<file path="src/rtl/cmt_pkg.sv">
package cmt_pkg;

    localparam int CH_FIRST_BASE = 8;   // byte offset of channel 0 group
    localparam int CH_STRIDE     = 12;  // bytes between groups
    localparam int OFF_CTL       = 0;
    localparam int OFF_CMP       = 4;
    localparam int OFF_VAL       = 8;

    localparam int CTL_PEND_BIT  = 0;
    localparam int CTL_IE_BIT    = 1;
    localparam int CTL_RUN_BIT   = 2;

    typedef enum logic [1:0] {
        REG_NONE = 2'd0,
        REG_CTL  = 2'd1,
        REG_CMP  = 2'd2,
        REG_VAL  = 2'd3
    } reg_kind_e;

    // packed so that pend lands on bit 0, ie on bit 1, run on bit 2
    typedef struct packed {
        logic run;
        logic ie;
        logic pend;
    } ctl_t;

    function automatic int ch_base(input int ch);
        return CH_FIRST_BASE + ch * CH_STRIDE;
    endfunction

endpackage

</file>
<file path="src/rtl/cmt_decode.sv">
module cmt_decode
    import cmt_pkg::*;
#(
    parameter int ADDR_W = 8,
    parameter int NUM_CH = 2
) (
    input  logic [ADDR_W-1:0] addr,
    output logic [NUM_CH-1:0] hit,
    output reg_kind_e         kind
);

    always_comb begin
        hit  = '0;
        kind = REG_NONE;
        for (int c = 0; c < NUM_CH; c++) begin
            if (addr == ADDR_W'(ch_base(c) + OFF_CTL)) begin
                hit[c] = 1'b1;
                kind   = REG_CTL;
            end else if (addr == ADDR_W'(ch_base(c) + OFF_CMP)) begin
                hit[c] = 1'b1;
                kind   = REG_CMP;
            end else if (addr == ADDR_W'(ch_base(c) + OFF_VAL)) begin
                hit[c] = 1'b1;
                kind   = REG_VAL;
            end
        end
    end

endmodule

</file>
<file path="src/rtl/cmt_channel.sv">
module cmt_channel
    import cmt_pkg::*;
#(
    parameter int DATA_W = 32
) (
    input  logic              clk,
    input  logic              rst,
    input  logic              wr_ctl,
    input  logic              wr_cmp,
    input  logic              wr_val,
    input  logic [DATA_W-1:0] wdata,
    output ctl_t              ctl,
    output logic [DATA_W-1:0] cmp,
    output logic [DATA_W-1:0] cnt,
    output logic              irq
);

    logic match;

    assign match = ctl.run && (cnt == cmp);

    always_ff @(posedge clk) begin
        if (rst) begin
            ctl <= '0;
            cmp <= '0;
            cnt <= '0;
        end else begin
            if (wr_ctl) begin
                ctl.run <= wdata[CTL_RUN_BIT];
                ctl.ie  <= wdata[CTL_IE_BIT];
            end
            // a match beats a same-edge clear
            if (match) begin
                ctl.pend <= 1'b1;
            end else if (wr_ctl && wdata[CTL_PEND_BIT]) begin
                ctl.pend <= 1'b0;
            end
            if (wr_cmp) begin
                cmp <= wdata;
            end
            // a software load beats the increment
            if (wr_val) begin
                cnt <= wdata;
            end else if (ctl.run) begin
                cnt <= cnt + 1'b1;
            end
        end
    end

    assign irq = ctl.pend & ctl.ie;

endmodule

</file>
<file path="src/rtl/cmt_rdmux.sv">
module cmt_rdmux
    import cmt_pkg::*;
#(
    parameter int DATA_W = 32,
    parameter int NUM_CH = 2
) (
    input  logic [NUM_CH-1:0] hit,
    input  reg_kind_e         kind,
    input  ctl_t              ctl [NUM_CH],
    input  logic [DATA_W-1:0] cmp [NUM_CH],
    input  logic [DATA_W-1:0] cnt [NUM_CH],
    output logic [DATA_W-1:0] word
);

    always_comb begin
        word = '0;
        for (int c = 0; c < NUM_CH; c++) begin
            if (hit[c]) begin
                unique case (kind)
                    REG_CTL:  word = DATA_W'(ctl[c]);
                    REG_CMP:  word = cmp[c];
                    REG_VAL:  word = cnt[c];
                    default:  word = '0;
                endcase
            end
        end
    end

endmodule

</file>
<file path="src/rtl/cmt_top.sv">
module cmt_top
    import cmt_pkg::*;
#(
    parameter int ADDR_W = 8,
    parameter int DATA_W = 32,
    parameter int NUM_CH = 2
) (
    input  logic              clk,
    input  logic              rst,
    input  logic              bus_sel,
    input  logic              bus_we,
    input  logic [ADDR_W-1:0] bus_addr,
    input  logic [DATA_W-1:0] bus_wdata,
    output logic [DATA_W-1:0] bus_rdata,
    output logic              bus_ready,
    output logic [NUM_CH-1:0] irq
);

    logic [NUM_CH-1:0] dec_hit;
    reg_kind_e         dec_kind;
    logic [NUM_CH-1:0] wr_ctl;
    logic [NUM_CH-1:0] wr_cmp;
    logic [NUM_CH-1:0] wr_val;
    ctl_t              ctl_q [NUM_CH];
    logic [DATA_W-1:0] cmp_q [NUM_CH];
    logic [DATA_W-1:0] cnt_q [NUM_CH];
    logic [DATA_W-1:0] rd_word;
    logic              do_wr;
    logic              do_rd;

    assign do_wr = bus_sel & bus_we;
    assign do_rd = bus_sel & ~bus_we;

    cmt_decode #(.ADDR_W(ADDR_W), .NUM_CH(NUM_CH)) u_dec (
        .addr (bus_addr),
        .hit  (dec_hit),
        .kind (dec_kind)
    );

    for (genvar c = 0; c < NUM_CH; c++) begin : g_ch
        assign wr_ctl[c] = do_wr && dec_hit[c] && (dec_kind == REG_CTL);
        assign wr_cmp[c] = do_wr && dec_hit[c] && (dec_kind == REG_CMP);
        assign wr_val[c] = do_wr && dec_hit[c] && (dec_kind == REG_VAL);

        cmt_channel #(.DATA_W(DATA_W)) u_ch (
            .clk    (clk),
            .rst    (rst),
            .wr_ctl (wr_ctl[c]),
            .wr_cmp (wr_cmp[c]),
            .wr_val (wr_val[c]),
            .wdata  (bus_wdata),
            .ctl    (ctl_q[c]),
            .cmp    (cmp_q[c]),
            .cnt    (cnt_q[c]),
            .irq    (irq[c])
        );
    end

    cmt_rdmux #(.DATA_W(DATA_W), .NUM_CH(NUM_CH)) u_rd (
        .hit  (dec_hit),
        .kind (dec_kind),
        .ctl  (ctl_q),
        .cmp  (cmp_q),
        .cnt  (cnt_q),
        .word (rd_word)
    );

    always_ff @(posedge clk) begin
        if (rst) begin
            bus_ready <= 1'b0;
            bus_rdata <= '0;
        end else begin
            bus_ready <= bus_sel;
            bus_rdata <= do_rd ? rd_word : '0;
        end
    end

endmodule

</file>
<file path="config.mk">
export PLATFORM = sky130hd
export DESIGN_NAME = cmt_top
export DESIGN_NICKNAME = d
export VERILOG_FILES = /design/src/rtl/cmt_pkg.sv /design/src/rtl/cmt_decode.sv /design/src/rtl/cmt_channel.sv /design/src/rtl/cmt_rdmux.sv /design/src/rtl/cmt_top.sv
export SDC_FILE = /design/constraint.sdc
export NUM_CORES = 1
export LEC_CHECK = 0
export ABC_CLOCK_PERIOD_IN_PS = 5500
export BUFFER_PORTS_ARGS = -buffer_cell sky130_fd_sc_hd__clkbuf_2
export CAP_MARGIN = 30
export CORE_MARGIN = 2
export CORE_UTILIZATION = 50
export DETAILED_ROUTE_END_ITERATION = 6
export GPL_TIMING_DRIVEN = 0
export PLACE_DENSITY = 0.8
export SYNTH_ARGS = -nofsm -noshare
export SYNTH_HDL_FRONTEND = slang
export SYNTH_SLANG_ARGS = --single-unit
export TNS_END_PERCENT = 30
</file>
<file path="constraint.sdc">
create_clock -name clk -period 5.5 [get_ports clk]
set_input_delay 0.55 -clock clk [delete_from_list [all_inputs] [get_ports clk]]
set_output_delay 0.55 -clock clk [all_outputs]
set_load 0.01 [all_outputs]
</file>
==> impl_results.md, run 1 <==
* CTS tree: built
* Detailed placement HPWL at 20400 µm
* Clk buf depth at 2
* Nets at 1163
* CTS sink cnt at 167
* Mapped Nets at 1067
* Syn. warnings at 0
* Avg Inst Size Synth at 8.17 µm²
* Setup tns final at 0 ns
* CP top delay family: buffers and inverters
* Finished Cell Area at 9560 µm²
* Worst Skew at 0.00751 ns
* Synth unique cells at 50
* Die Ht at 133 µm
* CP Class: input pin to register
* Crit end category: register
* RSZ-0062 raised after global routing: no
* Status: complete, but fails checks
* Die X at 133 µm
* Diode count at 0
* Most frequent cells in the layout: dfxtp_1, nand2_1, nor2_1, clkbuf_2, a21oi_1
* Post-synth EDFFs at 0
* Crit path launch type: input pin
* Initial antenna violation count at 0
* Top-level I/O count at 79
* HP Class: input pin to register
* Crit path buf inv count at 4
* Initial drt markers at 1109
* Vias in the first global route at 7544
* Hold Vio Cnt, Final at 0
* Post-CTS setup buffer count at 0
* Post_cts resized at 0
* Post-Route Utilization at 58.1%
* Failing checks: design-rule violations
* Rows at 47
* Crit-path cells: clkbuf_2 > clkbuf_1 > nor2_1 > nor3b_1 > buf_2 > buf_2 > a22oi_1 > o22ai_1
* WL final at 27000 µm
* Async S/R FF share, synth at 0%
* Leading cell type in the layout, fill and taps excluded: dfxtp_1
* Largest net degree at the start of global routing at 17
* Fmax at 0.404 GHz
* Syn-to-layout area delta at 14.7%
* Maximum fanout along the worst path at 10
* Power per cell area at 263 nW/µm²
* CTS Hold Bufs at 0
* CP max-delay cell: nor3b_1
* Layout cells sized above 1 at 12.1%
* Synthesized area at 8340 µm²
* Die area at 17700 µm²
* GPL Wtd Cong at 0.988
* Max Cap Viol at 0
* Register area share after synthesis at 40.1%
* Slew Limit Fails at 0
* CP Data Arrival Time at 2.80 ns
* H-tree levels at 4
* Post-route insts no fill at 1346
* Tot GR Track Use at 30.0%
* # setup viols final at 0
* DP Cell Count at 1318
* Top_reg_cell synth: dfxtp_1
* Vias per cell at 6.07
* Slew @ Worst Pin at 0.839 ns
* Crit path time final at 2.48 ns
* Clock Latency Late Sink at 0.43 ns
* Wire per inst at 20.0 µm
* P_leak at 3.32 nW
* Max VDD drop at 237 µV
* Placed Area at 9000 µm²
* Req. time, crit path at 5.82 ns
* Pre-Repair DR Iteration Count at 7
* Crit path top cell by count: buf_2
* Slowest cell delay on critical path at 0.65 ns
* GRT overflow at 0
* Post-Syn Instances at 1021
* DRT antenna net count at 0
* Core area at 16500 µm²
* Initial Util at 50.6%
* Cts bufs inserted at 17
* Synth Register Bits at 167
* Overall power at 2.51 mW
* First-pass GRT wire length at 40400 µm
* Clock slew at reported path FFs at 0.06 ns
* DRC at 21
* Via count at 8166
* Quantity of I/O buffers inserted on ports at 77
* CTS Root Cell: clkbuf_16
* Final period util at 45.0%
* Slew HR at 44.1%
==> state kept, by name, indices dropped and copies added (netlist names) <==
name / count
bus_rdata: 32
bus_ready: 1
g_ch.u_ch.cmp: 64
g_ch.u_ch.cnt: 64
g_ch.u_ch.ctl: 6
==> where the power goes <==
part           switching [mW]  internal [mW]  leakage, nW
registers             0.00176           1.21         1.34
clock network           0.478          0.700        0.273
logic                  0.0921         0.0272         1.70
==> cells in the mapped netlist, drive strengths merged (2+ instances only) <==
master	n	share of area, %
nor4	18	1.5
xor2	52	5.5
xnor2	62	6.5
mux2i	7	0.84
dfxtp	167	40
a22oi	58	5.2
o21ai	9	0.54
a21oi	71	4.3
ha	2	0.30
a211oi	60	5.4
clkbuf	55	2.5
or3	5	0.38
nand4	39	3.2
nor2b	6	0.45
nand2	150	6.8
nand3	21	1.3
and3	9	0.68
nand2b	2	0.15
nor3b	2	0.18
buf	33	2.0
and2	7	0.53
a22o	2	0.21
a2111oi	6	0.63
and4	10	1.1
o22ai	34	2.6
nor2	84	3.8
nor3	16	1.0
a311oi	3	0.32
inv	19	0.86
==> cell type report <==
| type | instances | area (µm²) |
|---|---|---|
| Fill cell | 1489 | 6910 |
| Inverter | 19 | 71.3 |
| Sequential cell | 167 | 3340 |
| Buffer | 88 | 377 |
| Tap cell | 220 | 275 |
| Multi-Input combinational cell | 747 | 4550 |
| Timing Repair Buffer | 77 | 385 |
| Clock buffer | 18 | 429 |
| Clock inverter | 10 | 134 |
==> through the flow <==
stage          hold WS [ns]  worst slack [ns]
6_report              0.415              3.02
2_1_floorplan         0.449              3.49
3_5_place_dp          0.466              2.67
4_1_cts               0.405              3.10
3_3_place_gp          0.459              2.67
5_1_grt               0.417              2.92
==> per-layer routing <==
layer / track usage, % / part of all wire [%] / up-vias
met3: 4.87 / 10 / 82
met2: 46.2 / 44 / 456
met1: 40.2 / 40 / 3799
li1: - / - / 3829
met4: 16.8 / 5.2 / 0
met5: 0 / 0 / -
==> path summary, 6_finish.rpt <==
check	start	end	slack, ns	cells past startpoint
setup / recovery	bus_addr[3]	bus_rdata[16]	3.02	8
hold / removal	bus_sel	bus_ready	0.42	2
setup reg to reg	g_ch[0].u_ch.cnt[9]	g_ch[0].u_ch.cnt[28]	3.33	6
hold reg to reg	g_ch[0].u_ch.cmp[25]	g_ch[0].u_ch.cmp[25]	0.48	2
==> logic make-up after synthesis <==
family | after synthesis | synth area share [%]
buffers and inverters | 107 | 5.37
adders and majority gates | 2 | 0.300
DFF | 167 | 40.1
xor gates and xnor gates | 114 | 12.0
AOI/OAI and AO/OA | 251 | 20.0
muxes | 8 | 0.976
and+or+nand+nor | 372 | 21.3
No activity file was read; power rests on OpenSTA's default activity.
==> run 2: changes to the inputs <==
- ABC_CLOCK_PERIOD_IN_PS: 5500 -> 2100
- PLACE_DENSITY: 0.8 -> 0.83
- clock period: 5.5 -> 2.1 ns (I/O delays scaled with it)
==> run 2 against run 1 <==
- the run ends with negative setup slack left
- worst setup slack worse by 3.1 ns
- die area stayed put
- wire length is 1.7% higher
- critical path type unchanged
- largest power group is now the clock network
==> impl_results.md, run 2 (synthesis results as in run 1) <==
* Crit end category: register
* Initial antenna violation count at 0 (unchanged)
* DR top layer: met4
* Vias per cell at 6.16 (+1.6%)
* Max VDD drop at 617 µV (+160%)
* Layout cells sized above 1 at 13.5% (+1.4 points)
* Clock Latency Late Sink at 0.45 ns (+0.02 ns)
* HP Class: input pin to register
* P_leak at 3.38 nW (+2.1%)
* Leading cell type in the layout, fill and taps excluded: dfxtp_1
* Slew @ Worst Pin at 0.854 ns (+0.0153 ns)
* Met3 routed WL at 3040 µm (+13%)
* # setup viols final at 1 (+1)
* CP Class: input pin to register
* Final period util at 101%
* Tot GR Track Use at 30.9% (+0.96 points)
* Fmax at 0.470 GHz
* Post-route insts no fill at 1354 (+0.59%)
* Slew Limit Fails at 0 (unchanged)
* CTS Root Cell: clkbuf_16
* Power per cell area at 718 nW/µm² (+170%)
* Initial drt markers at 1089 (-1.8%)
* DRC at 0 (-100%)
* CP Data Arrival Time at 2.42 ns (-0.38 ns)
* Worst Skew at 0.00802 ns (+0.000502 ns)
* Maximum fanout along the worst path at 10 (unchanged)
* Crit path launch type: input pin
* Top flop regs: g_ch.u_ch.cmp: 64 flops, g_ch.u_ch.cnt: 64 flops, bus_rdata: 32 flops
* Largest net degree at the start of global routing at 17 (unchanged)
* Met2 WL at 12400 µm (+3.1%)
* Initial Util at 50.6% (unchanged)
* GRT overflow at 0 (unchanged)
* GPL Wtd Cong at 1.02 (+3.2%)
* Nets at 1167 (+0.34%)
* CP top delay family: buffers and inverters
* Syn-to-layout area delta at 16.7%
* CTS tree: built
* Status: complete, but fails checks
* Die Ht at 133 µm (unchanged)
* Quantity of I/O buffers inserted on ports at 77 (unchanged)
* Pre-Repair DR Iteration Count at 7 (unchanged)
* Crit-path cells: clkbuf_2 > clkbuf_1 > clkbuf_1 > clkbuf_1 > nor2_1
* FILL cells at 1448 (-2.8%)
* Top-level I/O count at 79 (unchanged)
* Overall power at 6.98 mW (+180%)
* Clock slew at reported path FFs at 0.06 ns (about the same)
* Worst setup margin at -0.0287 ns (-3.05 ns)
* Most frequent cells in the layout: dfxtp_1, nand2_1, nor2_1, clkbuf_2, a21oi_1
* Hold Vio Cnt, Final at 0 (unchanged)
* CTS sink cnt at 167 (unchanged)
* Slew HR at 43.1% (-1.0 points)
* DRT antenna net count at 0 (unchanged)
* WL final at 27400 µm (+1.7%)
* Slowest cell delay on critical path at 0.71 ns (+0.06 ns)
* Die X at 133 µm (unchanged)
* Req. time, crit path at 2.39 ns (-3.43 ns)
* Max Cap Viol at 0 (unchanged)
* H-tree levels at 4 (unchanged)
* Vias in the first global route at 7741 (+2.6%)
* First-pass GRT wire length at 42000 µm (+3.9%)
* Die area at 17700 µm² (unchanged)
* Crit path buf inv count at 4 (unchanged)
* RSZ-0062 raised after global routing: yes
* Detailed placement HPWL at 20200 µm (-0.68%)
* Wire per inst at 20.3 µm (+1.1%)
* Cts bufs inserted at 17 (unchanged)
* Post-Route Utilization at 59.1% (+1.0 points)
* Clk buf depth at 2 (unchanged)
* Crit path top cell by count: clkbuf_1
* Diode count at 0 (unchanged)
* DP Cell Count at 1318 (unchanged)
* Core area at 16500 µm² (unchanged)
* Crit path time final at 2.13 ns
* Rows at 47 (unchanged)
* Failing checks: negative setup slack
* DRT met1 WL at 10600 µm (-2.9%)
* CP max-delay cell: clkbuf_1
* Via count at 8344 (+2.2%)
## run 2: where the power goes
| part | switching [mW] | leakage, nW | internal, mW | total, mW |
|---|---|---|---|---|
| Clock | 1.32 | 0.313 | 2.18 | 3.50 |
| Sequential | 0.00503 | 1.35 | 3.17 | 3.18 |
| Combinational | 0.238 | 1.73 | 0.0716 | 0.310 |
| Total | 1.56 | 3.38 | 5.42 | 6.98 |
## run 2: per-stage QoR
step | worst slack, ns | area, µm² | hold slack, ns | TNS [ns]
after floorplan | 0.309 | 8340 | 0.293 | 0
after global placement | -0.324 | 9000 | 0.458 | -14.98
after detailed placement | -0.334 | 9000 | 0.471 | -17.89
after CTS | -0.00631 | 9680 | 0.0602 | -0.0101
after global routing | -0.0735 | 9730 | 0.0640 | -0.319
final | -0.0287 | 9730 | 0.0598 | -0.0287
## run 2: path summary, 6_finish.rpt
path / from / to / slack, ns / cells after the start
worst max-delay path: rst / g_ch[1].u_ch.ctl[2] / -0.03 / 5
worst min-delay path: bus_sel / bus_ready / 0.06 / 2
worst min register to register: g_ch[0].u_ch.cmp[24] / g_ch[0].u_ch.cmp[24] / 0.48 / 2
worst max register to register: g_ch[1].u_ch.cnt[0] / g_ch[1].u_ch.cnt[14] / 0.14 / 6
## run 2: timing repair
action | in CTS | in global routing
hold buffers | 0 | 0
setup buffers | 3 | 2
resized for setup | 1 | 10
pin swaps | 1 | 2
endpoints found under the setup margin | 15 | 39
## run 2: worst register-to-register path, delay by kind of cell (launching register included)
kind	cells	cell delay (ns)
adder cells (fa/ha/maj)	1	0.35
flip-flops	1	0.48
AO/OA/AOI/OAI	1	0.25
XOR/XNOR	1	0.06
AND/OR/NAND/NOR	3	0.73
## run 2: metal layers
layer | vias to the layer above | global-route usage, %
met5 | - | 0
met4 | 0 | 16.5
met3 | 95 | 6.70
met2 | 522 | 48.6
met1 | 3886 | 40.1
li1 | 3841 | -
## run 2: layout make-up
cell class              count  area (µm²)  share of cell area, %
plain buffers              87         377                   3.87
repair buffers             82         423                   4.35
inverters                  19        71.3                  0.733
well taps                 220         275                   2.83
multi-input cells         747        4580                   47.1
clock buffers              21         460                   4.73
clock inverters            11         196                   2.02
flip-flops and latches    167        3340                   34.4
